===== config.mk =====
export PLATFORM = sky130hd
export DESIGN_NAME = irq_tree_agg
export DESIGN_NICKNAME = d
export VERILOG_FILES = /design/src/rtl/irq_tree_agg.sv
export SDC_FILE = /design/constraint.sdc
export NUM_CORES = 1
export LEC_CHECK = 0
export BUFFER_PORTS_ARGS = -buffer_cell sky130_fd_sc_hd__buf_2
export CORE_MARGIN = 5
export CORE_UTILIZATION = 47
export CTS_CLUSTER_DIAMETER = 30
export CTS_CLUSTER_SIZE = 24
export DETAILED_ROUTE_END_ITERATION = 8
export PLACE_DENSITY = 0.85
export SYNTH_ARGS = -nofsm -noshare
export SYNTH_HDL_FRONTEND = slang
export SYNTH_SLANG_ARGS = --single-unit

===== constraint.sdc =====
create_clock -name clk -period 5 [get_ports clk]
set_input_delay 1 -clock clk [delete_from_list [all_inputs] [get_ports clk]]
set_output_delay 1 -clock clk [all_outputs]
set_load 0.05 [all_outputs]

===== src/rtl/irq_tree_agg.sv =====
module irq_tree_agg #(
  parameter int NUM_LINES = 64
) (
  input  logic                 clk,
  input  logic                 rst_n,
  input  logic [3:0]           addr,
  input  logic [7:0]           wdata,
  input  logic                 wr_en,
  input  logic                 rd_en,
  output logic [7:0]           rdata,
  input  logic [NUM_LINES-1:0] line_pend,
  input  logic [NUM_LINES-1:0] line_raw,
  output logic                 cfg_wr,
  output logic [7:0]           cfg_blk,
  output logic [7:0]           cfg_wdata,
  input  logic [7:0]           cfg_rdata,
  output logic                 irq_out
);
  localparam int NUM_BLOCKS  = (NUM_LINES + 7) / 8;
  localparam int NUM_MASTERS = (NUM_BLOCKS + 7) / 8;
  localparam int PAD_W       = NUM_BLOCKS * 8;
  localparam int MAX_MASTERS = 4;

  logic [PAD_W-1:0]          pend_w, raw_w;
  logic [NUM_BLOCKS-1:0]     blk_any;
  logic [8*MAX_MASTERS-1:0]  mst;
  logic [7:0]                root, sel_q, blk_pend, blk_raw, rd_mux;

  assign pend_w = PAD_W'(line_pend);
  assign raw_w  = PAD_W'(line_raw);

  for (genvar b = 0; b < NUM_BLOCKS; b++) begin : g_blk
    assign blk_any[b] = |pend_w[b*8 +: 8];
  end

  for (genvar m = 0; m < MAX_MASTERS; m++) begin : g_mst
    for (genvar i = 0; i < 8; i++) begin : g_bit
      if (m*8 + i < NUM_BLOCKS) begin : g_on
        assign mst[m*8+i] = blk_any[m*8+i];
      end else begin : g_off
        assign mst[m*8+i] = 1'b0;
      end
    end
  end

  assign root = {3'b000, |mst[31:24], |mst[23:16], |mst[15:8], |mst[7:0], |mst};
  assign irq_out = root[0];

  always_comb begin
    blk_pend = '0;
    blk_raw  = '0;
    for (int b = 0; b < NUM_BLOCKS; b++) begin
      if (sel_q == 8'(b)) begin
        blk_pend = pend_w[b*8 +: 8];
        blk_raw  = raw_w[b*8 +: 8];
      end
    end
  end

  always_comb begin
    case (addr)
      4'd0:    rd_mux = root;
      4'd1:    rd_mux = mst[7:0];
      4'd2:    rd_mux = mst[15:8];
      4'd3:    rd_mux = mst[23:16];
      4'd4:    rd_mux = mst[31:24];
      4'd5:    rd_mux = sel_q;
      4'd6:    rd_mux = blk_pend;
      4'd7:    rd_mux = cfg_rdata;
      4'd8:    rd_mux = blk_raw;
      default: rd_mux = 8'h00;
    endcase
  end

  always_ff @(posedge clk or negedge rst_n) begin
    if (!rst_n) begin
      sel_q     <= '0;
      rdata     <= '0;
      cfg_wr    <= 1'b0;
      cfg_blk   <= '0;
      cfg_wdata <= '0;
    end else begin
      cfg_wr <= wr_en && addr == 4'd7;
      if (wr_en && addr == 4'd5) sel_q <= wdata;
      if (wr_en && addr == 4'd7) begin
        cfg_blk   <= sel_q;
        cfg_wdata <= wdata;
      end
      if (rd_en) rdata <= rd_mux;
    end
  end

  logic unused_ok;
  assign unused_ok = &{1'b0, NUM_MASTERS[0]};
endmodule


==> reports/results.tsv <==
stage	metric	value	unit
timing	number of setup violations in the final report	0	
timing	number of pins exceeding their max-slew limit in the final report	0	
logic_synthesis	Mapped Cells	295	
pwr	Leak	0.00187	uW
logic_synthesis	Post-synth EDFFs	0	
clocking	Max Root-Sink Buffers	2	
logic_synthesis	proportion of synthesized chip area in sequential cells	30.0	%
detailed_routing	final routed wire length divided by cell count	19.1	um
clocking	post-CTS clock slew at the launch and capture registers of the worst setup and hold paths	0.06	ns
finish	count of nets after finishing	615	
setup_path	arrival time of data at the critical path endpoint	2.54	ns
timing	setup repair after global routing missed its margin	false	
clocking	clock root buffer	clkbuf_8	
timing	final hold vios	0	
setup_path	kind of start point of the critical path	input port	
timing	transition time of the tightest slew-check pin	0.986	ns
clocking	number of gates resized after cts	0	
clocking	insertion delay of the later-clocked pin in the worst-skew pair	0.28	ns
grt	antenna violations before repair	0	
grt	largest net degree at the start of global routing	48	
floorplan	Die X	86.5	um
timing	fmax	0.283	GHz
floorplan	Row Count	27	
placement	post-detailed-placement half-perimeter wirelength	8.33	mm
clocking	number of sinks on the clock net	33	
pwr	net switching power	468	uW
grt	global route overflow	0	
finish	fraction of final layout cells with drive strength greater than 1	46.1	%
pwr	net switching share of the total power	42.2	%
timing	post-route clock skew	0.00618	ns
clocking	TritonCTS clock tree	yes	
logic_synthesis	Post-synth top cells	nand2_1 (60), dfrtp_1 (33), mux4_2 (23)	
setup_path	Crit path required time	4.00	ns
logic_synthesis	count of yosys warnings during synthesis	0	
pwr	combinational power share	47.2	%
logic_synthesis	syn_nets	447	
pwr	cell-internal power	642	uW
detailed_routing	vias	3117	
logic_synthesis	largest area contributor in the netlist	dfrtp_1	
detailed_routing	vias per std cell	5.82	
logic_synthesis	post-synthesis instance area	0.00275	mm2
detailed_routing	1st-pass router iterations	4	
timing	final worst path period need	3.54	ns
detailed_routing	DRC errors left	0	
placement	dpl cell area	0.00367	mm2
grt	wire length of the first global-routing pass	15.6	mm
logic_synthesis	number of register bits inferred by synthesis	33	
finish	final non-filler cell area	0.00375	mm2
finish	area growth from synthesis to layout	36.1	%
finish	number of filler cells placed in the layout	500	
clocking	total CTS buffers	5	
pwr	IR Drop Worst-Case VDD	0.320	mV
setup_path	category of the worst setup path capture point	primary output	
logic_synthesis	Most used DFF post-synth	dfrtp_1	
pwr	Clock Power Share	17.2	%
logic_synthesis	leading cell types by total area after synthesis	dfrtp_1 (30%), mux4_2 (19%), nand2_1 (8.2%)	
finish	count of inserted antenna diode cells	0	
logic_synthesis	post-synth top area share	30.0	%
logic_synthesis	async set or reset register ratio after synthesis	100	%
finish	Sequential Area	828	um2
logic_synthesis	Netlist cell types	45	
placement	routability cong.	1.02	
floorplan	area of the core region	0.00561	mm2
detailed_routing	Antenna Nets Post-Route	0	
worst_hold_path	worst min-delay path category	reg -> reg	
pwr	power density over cell area	296	mW/mm2
grt	gr usage total	26.3	%
grt	number of global-route vias before repair	3224	
finish	area of the multi-input gates	0.00184	mm2
clocking	H-tree levels	2	
clocking	quantity of hold-fixing buffers added after cts	0	
clocking	# Post-CTS Setup Buffers	0	
timing	final cycle utilization of the critical path	70.7	%
setup_path	kind of critical path	in -> out	
setup_path	top fanout value on the critical path	2	
logic_synthesis	top-count cell post-synth	nand2_1	
floorplan	initial core utilization	49.1	%
run_status	status	finished clean	
floorplan	area enclosed by the die boundary	0.00749	mm2
placement	count of port buffers added during placement	177	
timing	headroom to the max-slew limit	34.3	%
finish	utilization of the core after routing	66.8	%
floorplan	die height	86.5	um
job	count of max-cap constraint violations	0	
logic_synthesis	Synth Area per Inst	9.34	um2
detailed_routing	initial detailed-routing violation count	230	
timing	post-route setup TNS	0	ns
timing	worst hold slack across all endpoints	0.471	ns
detailed_routing	Total Wirelength	10.2	mm
floorplan	IO Count	178	
pwr	Seq pwr share	35.6	%
power by group through the flow:
| stage | Sequential, uW | Clock (uW) | Combinational [uW] |
|---|---|---|---|
| 2_1_floorplan | 461 | 0 | 288 |
| 3_3_place_gp | 396 | 0 | 516 |
| 3_5_place_dp | 397 | 0 | 521 |
| 4_1_cts | 395 | 195 | 524 |
| 5_1_grt | 406 | 211 | 564 |
| 6_report | 396 | 191 | 524 |
flip-flops by register name, summed over array words and instances (netlist names):
signal	cells
cfg_blk	8
cfg_wdata	8
cfg_wr	1
rdata	8
sel_q	8
worst max-delay path, stage by stage:
cell	delay, ns
buf_2	0.10
nor4_1	0.52
nand4_1	0.15
or4_4	0.53
buf_2	0.23
metrics by stage:
| stage | cells | power (uW) | setup slack (ns) |
|---|---|---|---|
| after floorplan | 295 | 750 | 1.91 |
| after global placement | 528 | 912 | 1.50 |
| after detailed placement | 528 | 918 | 1.49 |
| after CTS | 536 | 1110 | 1.49 |
| after global routing | 536 | 1180 | 1.37 |
| final | 536 | 1110 | 1.46 |
kinds of logic (layout without fill, tap and decap cells):
family                 count (synthesis)  after routing  synth area share [%]
and+or+nand+nor                      137            137                  24.5
AOI/OAI and AO/OA                     52             52                  12.2
DFF                                   33             33                  30.0
buffers and inverters                 20            189                  3.13
muxes                                 53             53                  30.2
cells in the final DEF, fill, tap and decap left out, types with 2 or more instances in the layout:
cell,synthesis,final
nor3_1,10,10
mux2i_1,19,19
and3b_1,2,2
and3_1,2,2
o21ai_0,11,11
clkbuf_8,0,5
dfrtp_1,33,31
nor2b_1,2,2
nor4_1,14,14
buf_4,0,2
or4_1,2,2
and4b_1,2,2
a211o_1,3,3
mux4_2,23,23
o21ai_1,2,2
a22oi_1,4,4
o22ai_1,2,2
buf_2,3,177
mux2_1,11,11
o211ai_1,5,5
a21oi_1,15,15
clkbuf_1,13,3
dfrtp_2,0,2
o2bb2ai_1,2,2
o21a_1,2,2
nor2_1,22,22
nor4_2,2,2
nand2_1,60,60
nand3_1,5,5
nand4_1,4,4
nand2b_1,2,2
and2_1,2,2
path summary, 6_finish.rpt:
check / startpoint / to / slack [ns] / cells after the start
worst max-delay path: line_pend[19] / irq_out / 1.46 / 5
worst min-delay path: cfg_wdata[2]$_DFFE_PN0P_ / cfg_wdata[2]$_DFFE_PN0P_ / 0.47 / 2
worst max register to register: sel_q[0]$_DFFE_PN0P_ / rdata[1]$_DFFE_PN0P_ / 2.31 / 5
worst min register to register: cfg_wdata[2]$_DFFE_PN0P_ / cfg_wdata[2]$_DFFE_PN0P_ / 0.47 / 2
max in group asynchronous: rst_n / sel_q[0]$_DFFE_PN0P_ / 3.73 / 1
min in group asynchronous: rst_n / cfg_blk[4]$_DFFE_PN0P_ / 0.77 / 1
layout make-up:
| type | instances | share of cell area (%) |
|---|---|---|
| multi-input combinational | 242 | 49.1 |
| inverter | 2 | 0.200 |
| sequential | 33 | 22.1 |
| tap | 72 | 2.40 |
| timing repair buffer | 179 | 24.0 |
| clock buffer | 8 | 2.14 |
layer usage:
layer | wire length (um) | vias to the layer above | GRT usage [%] | part of all wire [%]
met3 | 1100 | 27 | 5.70 | 11
met2 | 4890 | 192 | 43.9 | 48
met1 | 3970 | 1425 | 34.2 | 39
met4 | 293 | 0 | 8.07 | 2.9
li1 | - | 1473 | - | -
met5 | 0 | - | 0 | 0
Note: power is estimated with default switching activity, not from simulation.
